--- config.mk ---
export PLATFORM = sky130hd
export DESIGN_NAME = spi_sel_slave
export DESIGN_NICKNAME = d
export VERILOG_FILES = /design/src/rtl/spi_sel_pkg.sv /design/src/rtl/spi_sel_sync.sv /design/src/rtl/spi_sel_edge.sv /design/src/rtl/spi_sel_core.sv /design/src/rtl/spi_sel_slave.sv
export SDC_FILE = /design/constraint.sdc
export NUM_CORES = 1
export LEC_CHECK = 0
export BUFFER_PORTS_ARGS = -buffer_cell sky130_fd_sc_hd__buf_2
export CORE_MARGIN = 5
export CORE_UTILIZATION = 60
export DETAILED_ROUTE_END_ITERATION = 8
export GPL_ROUTABILITY_DRIVEN = 0
export HOLD_SLACK_MARGIN = 0.08
export PLACE_DENSITY_LB_ADDON = 0.1
export SLEW_MARGIN = 0
export SYNTH_ARGS = -nofsm -noshare
export SYNTH_HDL_FRONTEND = slang
export SYNTH_HIERARCHICAL = 1
export SYNTH_SLANG_ARGS = --single-unit
--- constraint.sdc ---
create_clock -name clk_i -period 3.2 [get_ports clk_i]
set_clock_uncertainty 0.1 [all_clocks]
set_input_delay 0.32 -clock clk_i [delete_from_list [all_inputs] [get_ports clk_i]]
set_output_delay 0.32 -clock clk_i [all_outputs]
set_load 0.02 [all_outputs]
--- src/rtl/spi_sel_pkg.sv ---
package spi_sel_pkg;
  localparam int unsigned DATA_W = 8;
  localparam int unsigned CNT_W  = $clog2(DATA_W);
  localparam int unsigned SYNC_STAGES = 2;
  typedef logic [DATA_W-1:0] byte_t;
endpackage

--- src/rtl/spi_sel_sync.sv ---
module spi_sel_sync #(
  parameter int unsigned WIDTH  = 3,
  parameter int unsigned STAGES = 2,
  parameter logic [WIDTH-1:0] RST_VAL = '0
) (
  input  logic             clk_i,
  input  logic             rst_ni,
  input  logic [WIDTH-1:0] d_i,
  output logic [WIDTH-1:0] q_o
);
  for (genvar g = 0; g < WIDTH; g++) begin : g_bit
    logic [STAGES-1:0] chain;
    always_ff @(posedge clk_i or negedge rst_ni) begin
      if (!rst_ni) chain <= {STAGES{RST_VAL[g]}};
      else         chain <= {chain[STAGES-2:0], d_i[g]};
    end
    assign q_o[g] = chain[STAGES-1];
  end
endmodule

--- src/rtl/spi_sel_edge.sv ---
module spi_sel_edge (
  input  logic clk_i,
  input  logic rst_ni,
  input  logic sck_s_i,
  input  logic ss_s_i,
  output logic sck_rise_o,
  output logic sck_fall_o,
  output logic ss_fall_o
);
  logic sck_q, ss_q;
  always_ff @(posedge clk_i or negedge rst_ni) begin
    if (!rst_ni) begin
      sck_q <= 1'b0;
      ss_q  <= 1'b1;
    end else begin
      sck_q <= sck_s_i;
      ss_q  <= ss_s_i;
    end
  end
  assign sck_rise_o = sck_s_i & ~sck_q;
  assign sck_fall_o = ~sck_s_i & sck_q;
  assign ss_fall_o  = ss_q & ~ss_s_i;
endmodule

--- src/rtl/spi_sel_core.sv ---
module spi_sel_core
  import spi_sel_pkg::*;
(
  input  logic  clk_i,
  input  logic  rst_ni,
  input  logic  ss_s_i,
  input  logic  mosi_s_i,
  input  logic  sck_rise_i,
  input  logic  sck_fall_i,
  input  logic  ss_fall_i,
  input  byte_t tx_data_i,
  input  logic  tx_load_i,
  output byte_t rx_data_o,
  output logic  rx_valid_o,
  output logic  miso_o,
  output logic  armed_o
);
  byte_t hold_q, tx_sh, rx_sh;
  logic [CNT_W-1:0] cnt;
  logic armed;
  logic last_bit;

  assign last_bit = sck_rise_i && armed && (cnt == CNT_W'(DATA_W-1));

  always_ff @(posedge clk_i or negedge rst_ni) begin
    if (!rst_ni) hold_q <= '0;
    else if (tx_load_i) hold_q <= tx_data_i;
  end

  always_ff @(posedge clk_i or negedge rst_ni) begin
    if (!rst_ni) begin
      armed      <= 1'b0;
      cnt        <= '0;
      tx_sh      <= '0;
      rx_sh      <= '0;
      rx_data_o  <= '0;
      rx_valid_o <= 1'b0;
    end else begin
      rx_valid_o <= 1'b0;
      if (armed && sck_rise_i) begin
        rx_sh <= {rx_sh[DATA_W-2:0], mosi_s_i};
        if (last_bit) begin
          rx_data_o  <= {rx_sh[DATA_W-2:0], mosi_s_i};
          rx_valid_o <= 1'b1;
          cnt        <= '0;
          tx_sh      <= hold_q;
          armed      <= ~ss_s_i;  // released mid-byte: finish then go quiet
        end else begin
          cnt <= cnt + 1'b1;
        end
      end else if (armed && sck_fall_i && cnt != '0) begin
        tx_sh <= {tx_sh[DATA_W-2:0], 1'b0};
      end else if (!armed && ss_fall_i) begin
        armed <= 1'b1;
        cnt   <= '0;
        tx_sh <= hold_q;
      end else if (armed && ss_s_i && cnt == '0) begin
        armed <= 1'b0;
      end
    end
  end

  assign miso_o  = tx_sh[DATA_W-1] & armed;
  assign armed_o = armed;

  a_r6_valid_one_cycle: assert property (@(posedge clk_i) disable iff (!rst_ni)
    rx_valid_o |=> !rx_valid_o);
  a_r3_arm_needs_select: assert property (@(posedge clk_i) disable iff (!rst_ni)
    $rose(armed) |-> !ss_s_i);
  a_r2_valid_only_armed: assert property (@(posedge clk_i) disable iff (!rst_ni)
    rx_valid_o |-> $past(armed));
  a_r8_no_abort_mid_byte: assert property (@(posedge clk_i) disable iff (!rst_ni)
    (armed && cnt != '0 && !sck_rise_i) |=> armed);
  a_r7_reload_from_hold: assert property (@(posedge clk_i) disable iff (!rst_ni)
    rx_valid_o |-> tx_sh == $past(hold_q));
endmodule

--- src/rtl/spi_sel_slave.sv ---
module spi_sel_slave
  import spi_sel_pkg::*;
(
  input  logic       clk_i,
  input  logic       rst_ni,
  input  logic       sck_i,
  input  logic       mosi_i,
  input  logic       ss_ni,
  input  logic [7:0] tx_data_i,
  input  logic       tx_load_i,
  output logic [7:0] rx_data_o,
  output logic       rx_valid_o,
  output logic       miso_o,
  output logic       miso_oe_o
);
  logic [2:0] raw, syn;
  logic sck_rise, sck_fall, ss_fall;

  assign raw = {ss_ni, mosi_i, sck_i};

  spi_sel_sync #(.WIDTH(3), .STAGES(SYNC_STAGES), .RST_VAL(3'b100)) u_sync (
    .clk_i, .rst_ni, .d_i(raw), .q_o(syn)
  );

  spi_sel_edge u_edge (
    .clk_i, .rst_ni,
    .sck_s_i(syn[0]), .ss_s_i(syn[2]),
    .sck_rise_o(sck_rise), .sck_fall_o(sck_fall), .ss_fall_o(ss_fall)
  );

  spi_sel_core u_core (
    .clk_i, .rst_ni,
    .ss_s_i(syn[2]), .mosi_s_i(syn[1]),
    .sck_rise_i(sck_rise), .sck_fall_i(sck_fall), .ss_fall_i(ss_fall),
    .tx_data_i, .tx_load_i,
    .rx_data_o, .rx_valid_o, .miso_o, .armed_o(miso_oe_o)
  );

  a_r9_oe_off_idle_select: assert property (@(posedge clk_i) disable iff (!rst_ni)
    (!miso_oe_o && syn[2]) |=> !miso_oe_o);
endmodule

-- Word-level counts from Yosys, hierarchy flattened
Cells that the tools add are included.
- add/sub/neg operators: 1
- multiply operators: 0
- div/mod/pow operators: 0
- order comparisons: 0
- equality and inequality tests: 3
- shift-type cells: 0
- mux-type cells: 15
- bitwise gates (word level): 7
- reductions and logical operators: 17
- operator list (operator ; number):
    8-bit two-way mux ; 4
    3-bit two-way mux ; 4
    3-bit nonzero test ; 3
    1-bit logical AND ; 7
    1-bit two-way mux ; 7
    2-bit AND reduction ; 3
    1-bit bitwise AND ; 4
    2-bit by 1-bit inequality test with 1-bit output, second input constant ; 2
    3-bit by 1-bit adder with 3-bit output, second input constant ; 1
    3-bit equality test, second input constant ; 1
    3-bit logical NOT ; 1
    1-bit inverter ; 3
    3-bit AND reduction ; 1
    2-bit nonzero test ; 1
    1-bit logical NOT ; 1
- bits in registers: 44
- latch bits: 0
- RAM bits: 0
- ROM bits: 0
- input port bits: 14
- logic and storage cells: 55
- memories: 0

-- Logic depth before layout (Yosys ltp)
- depth after elaboration: 6
- mapped depth: 7
- depth with buffers taken out: 6

-- Modules after synthesis
Netlist, hierarchy kept.
- by module, submodules not included (module ; times used ; cells an instance ; area each (um2) ; seq. area each (um2)):
    spi_sel_core ; 1 ; 110 ; 1560.2 ; 900.9
    spi_sel_sync ; 1 ; 9 ; 175.2 ; 152.6
    spi_sel_edge ; 1 ; 5 ; 72.6 ; 51.3

-- Worst setup path before layout
No wires, ideal clock.
- path kind: flip-flop to flip-flop
- start point: register u_core.cnt[0]
- end point: register u_core.tx_sh[1]
- library setup time: 0.121 ns
- data arrival time: 1.389 ns
- required time: 2.979 ns
- setup slack: 1.590 ns
- cell stages (with the launch flop): 6
- buffers on the path: 0
- clock period less this slack: 1.610 ns
- cell sequence: dfrtp_1 > ha_1 > ha_1 > o22ai_2 > a21oi_4 > o22a_1
- cells in the longest elaborated chain, start to end: 4
- elaborated cells between the ends (all ways): 9
- those cells by class: 2 x eq/ne; 2 x mux; 5 x reduce/logical
- RTL lines (item ; RTL line ; source):
    start, declared ; spi_sel_core.sv:19 ; logic [CNT_W-1:0] cnt;
    start signal, assigned ; spi_sel_core.sv:49 ; cnt <= cnt + 1'b1;
    3-bit equality test / 3-bit nonzero test (equally long branches) ; spi_sel_core.sv:23, spi_sel_core.sv:51 ;
    1-bit logical AND (on tied branches) ; spi_sel_core.sv:23, spi_sel_core.sv:51 ;
    2-bit by 1-bit inequality test with 1-bit output (no line), or another cell as far along ; n/a ;
    2-bit AND reduction (no line) / 8-bit two-way mux (equally long branches) ; n/a ;
    end signal, assigned ; spi_sel_core.sv:46 ; tx_sh <= hold_q;
    end signal, assigned ; spi_sel_core.sv:52 ; tx_sh <= {tx_sh[DATA_W-2:0], 1'b0};
    end signal, assigned ; spi_sel_core.sv:56 ; tx_sh <= hold_q;
    end, declared ; spi_sel_core.sv:18 ; byte_t hold_q, tx_sh, rx_sh;
Parallel ways exist; a longest one is shown, timed or not.
A chain may end at the register's enable or synchronous reset.

-- Final worst setup path
- start point: register u_sync.g_bit[0].chain[1]
- end point: register u_core.tx_sh[2]
- elaborated cells between the ends (all ways): 12
- those cells by class: 1 x eq/ne; 2 x mux; 3 x bitwise; 6 x reduce/logical
- RTL lines (item ; RTL line ; source):
    start, declared ; spi_sel_sync.sv:12 ; logic [STAGES-1:0] chain;
    start signal, assigned ; spi_sel_sync.sv:14 ; if (!rst_ni) chain <= {STAGES{RST_VAL[g]}};
    start signal, assigned ; spi_sel_sync.sv:15 ; else chain <= {chain[STAGES-2:0], d_i[g]};
    1-bit bitwise AND * ; spi_sel_edge.sv:20 ; assign sck_rise_o = sck_s_i & ~sck_q;
    named net sck_rise ; spi_sel_slave.sv:17 ; logic sck_rise, sck_fall, ss_fall;
    1-bit logical AND * ; spi_sel_core.sv:23, spi_sel_core.sv:40 ;
    1-bit logical AND ; spi_sel_core.sv:23 ; assign last_bit = sck_rise_i && armed && (cnt == CNT_W'(DATA_W-1));
    2-bit by 1-bit inequality test with 1-bit output (no line) ; n/a ;
    2-bit AND reduction (no line) ; n/a ;
The timed path passes the listed nets; every way through them passes the cells marked *.

==> impl_metrics.env <==
export IMPL_outcome="complete, no violations"
export IMPL_routedWlPerCell_microns=15.5
export IMPL_n_antenna_cell=0
export IMPL_clk_pin_slew_ns=0.12
export IMPL_drt_first_pass_iters=4
export IMPL_multi_input_area_sq_um=624
export IMPL_syn_inst=124
export IMPL_post_cts_buffers=0
export IMPL_layout_common_cells="41 x dfrtp_1, 24 x buf_2, 22 x mux2_2"
export IMPL_fillers=231
export IMPL_power_leakage_nw=0.978
export IMPL_final_util=0.700
export IMPL_drt_initial_drc_count=41
export IMPL_root_buffer="clkbuf_4"
export IMPL_final_nets=176
export IMPL_max_freq_mhz=458
export IMPL_rsz0062_at_grt="no"
export IMPL_finalSetupViolations=0
export IMPL_cts_tree="done"
export IMPL_worstPathMaxFanout=10
export IMPL_cts_buffer_depth=2
export IMPL_cp_arrival_ns=2.33
export IMPL_crit_family="simple AND/OR/NAND/NOR gates"
export IMPL_setup_tns_ns=0
export IMPL_layout_drive_gt1_share=0.400
export IMPL_via_count=1059
export IMPL_grt_pass1_wl_microns=5310
export IMPL_die_h_microns=64.9
export IMPL_dp_final_hpwl_microns=2010
export IMPL_synth_largest_area_cell="dfrtp_1"
export IMPL_critical_path_slowest_cell="nor2b_1"
export IMPL_gr_usage_all_layers=0.171
export IMPL_path_cells="nor2b_1, nand2_8, o22ai_2, a21oi_4, o22a_1"
export IMPL_worstMarginPinSlew_ns=0.928
export IMPL_final_area_sq_um=2080
export IMPL_post_cts_resized=0
export IMPL_critPathMaxStageDelay_ns=0.69
export IMPL_port_buffers=24
export IMPL_first_global_vias=1155
export IMPL_dp_cells=174
export IMPL_grt_max_degree=45
export IMPL_whs_ns=0.103
export IMPL_yosysSeqAreaShare=0.611
export IMPL_maxCapViolCount=0
export IMPL_overflow=0
export IMPL_die_area_sq_um=4210
export IMPL_post_route_drc_count=0
export IMPL_irDropWorstVdd_mv=0.424
export IMPL_hold_path_class="in -> reg"
export IMPL_syn_to_final_growth_pct=15.3
export IMPL_pre_cts_ws_ns=1.06
export IMPL_end_kind="flop"
export IMPL_avgSynthCellArea_sq_um=14.6
export IMPL_synth_nets=141
export IMPL_cp_num_buf_inv=0
export IMPL_cts_sinks=44
export IMPL_ctsHoldBuffers=7
export IMPL_worst_slack_ns=1.01
export IMPL_io_pins=25
export IMPL_critical_path_class="reg -> reg"
export IMPL_ys_seq_elements=44
export IMPL_worstSkewPairLatency_ns=0.36
export IMPL_start_util=0.607
export IMPL_final_common_cell="dfrtp_1"
export IMPL_drv_slew=0
export IMPL_core_area_sq_um=2980
export IMPL_crit_required_ns=3.35
export IMPL_dpl_cell_area_sq_um=1910
export IMPL_synth_cell_type_count=26
export IMPL_synth_top_cell_area_share=0.567
export IMPL_synthTopCellsByArea="dfrtp_1 57%, mux2_2 14%, o22a_1 6.8%"
export IMPL_period_share=0.683
export IMPL_total_power_mw=1.48
export IMPL_hold_viol_final=0
export IMPL_die_x_microns=64.9
export IMPL_max_slew_margin_rel=0.382
export IMPL_antenna_found_initial=0
export IMPL_ff_latch_area_sq_um=1100
export IMPL_p_per_area_nw_per_um2=711
export IMPL_cts_buffers=5
export IMPL_yosysWarningCount=6
export IMPL_synth_area_sq_um=1810
export IMPL_cts_max_level=2
export IMPL_std_cell_rows=20
export IMPL_via_per_inst=5.49
export IMPL_cp_start_kind="flop"
export IMPL_stdcell_count=193
export IMPL_ant_nets=0
export IMPL_min_period_ns=2.19
export IMPL_wirelength_microns=3000
-- power by group --
| group | internal [mW] | switching, mW |
|---|---|---|
| registers | 0.688 | 0.102 |
| logic | 0.210 | 0.210 |
| clock network | 0.105 | 0.167 |
-- cells in the mapped netlist --
| cell | n |
|---|---|
| buf_6 | 2 |
| dfstp_2 | 3 |
| nor2b_4 | 1 |
| nand3_4 | 1 |
| o21ai_0 | 6 |
| o22ai_2 | 1 |
| nand2b_1 | 2 |
| o32ai_1 | 1 |
| and2b_2 | 1 |
| ha_1 | 3 |
| nor2b_1 | 2 |
| o22a_1 | 14 |
| a31oi_1 | 1 |
| nand2_8 | 1 |
| nand3_2 | 1 |
| clkbuf_1 | 1 |
| buf_4 | 4 |
| dfrtp_1 | 41 |
| mux2_2 | 22 |
| inv_1 | 6 |
| and2_1 | 1 |
| nor2_1 | 1 |
| a21oi_4 | 1 |
| nand3b_1 | 1 |
| nand2_1 | 4 |
| o31ai_1 | 2 |
-- logic make-up (layout without fill, tap and decap cells) --
kind of cell             after synthesis  in the layout  share of synthesized area
adder cells (fa/ha/maj)                3              3                     0.0208
buffers and inverters                 13             49                     0.0436
multiplexers                          22             22                      0.137
AO/OA/AOI/OAI                         26             26                      0.117
AND/OR/NAND/NOR                       16             16                     0.0706
flip-flops                            44             44                      0.611
-- cell type report --
| type | instances | share of cell area |
|---|---|---|
| sequential | 44 | 0.530 |
| multi-input combinational | 67 | 0.300 |
| timing repair buffer | 35 | 0.110 |
| clock buffer | 6 | 0.0246 |
| tap | 33 | 0.0198 |
| inverter | 6 | 0.0108 |
| clock inverter | 2 | 0.00480 |
-- worst register-to-register path: stages (launching register included) --
cell and delay (ns):
dfrtp_1 0.38, nor2b_1 0.69, nand2_8 0.15, o22ai_2 0.42
a21oi_4 0.11, o22a_1 0.23
-- flip-flops by register name, summed over array words and instances, names as in the netlist --
| name | count |
|---|---|
| u_core/armed_o | 1 |
| u_core/cnt | 3 |
| u_edge/ss_q | 1 |
| u_edge/sck_q | 1 |
| u_core/rx_data_o | 8 |
| u_sync/g_bit.chain | 6 |
| u_core/tx_sh | 8 |
| u_core/hold_q | 8 |
| u_core/rx_sh | 7 |
| u_core/rx_valid_o | 1 |
-- worst paths after layout --
kind                                                            to                               start  slack, ns  cells after the start
worst max-delay path                   u_core/tx_sh[2]$_DFFE_PN0P_  u_sync/g_bit[0].chain[1]$_DFF_PN0_       1.01                      5
worst min-delay path                  u_core/hold_q[0]$_DFFE_PN0P_                        tx_data_i[0]       0.10                      3
worst max register to register         u_core/tx_sh[2]$_DFFE_PN0P_  u_sync/g_bit[0].chain[1]$_DFF_PN0_       1.01                      5
worst min register to register  u_sync/g_bit[2].chain[1]$_DFF_PN1_  u_sync/g_bit[2].chain[0]$_DFF_PN1_       0.27                      0
max in group asynchronous          u_core/rx_data_o[5]$_DFFE_PN0P_                              rst_ni       1.90                      2
min in group asynchronous       u_sync/g_bit[0].chain[0]$_DFF_PN0_                              rst_ni       0.52                      2
-- per-layer routing --
metal | up-vias | part of all wire | GRT usage
li1 | 509 | - | -
met1 | 529 | 0.44 | 0.208
met2 | 17 | 0.51 | 0.271
met3 | 4 | 0.041 | 0.0676
met4 | 0 | 0.011 | 0.0712
met5 | - | 0 | 0
Note: power is estimated with default switching activity, not from simulation.
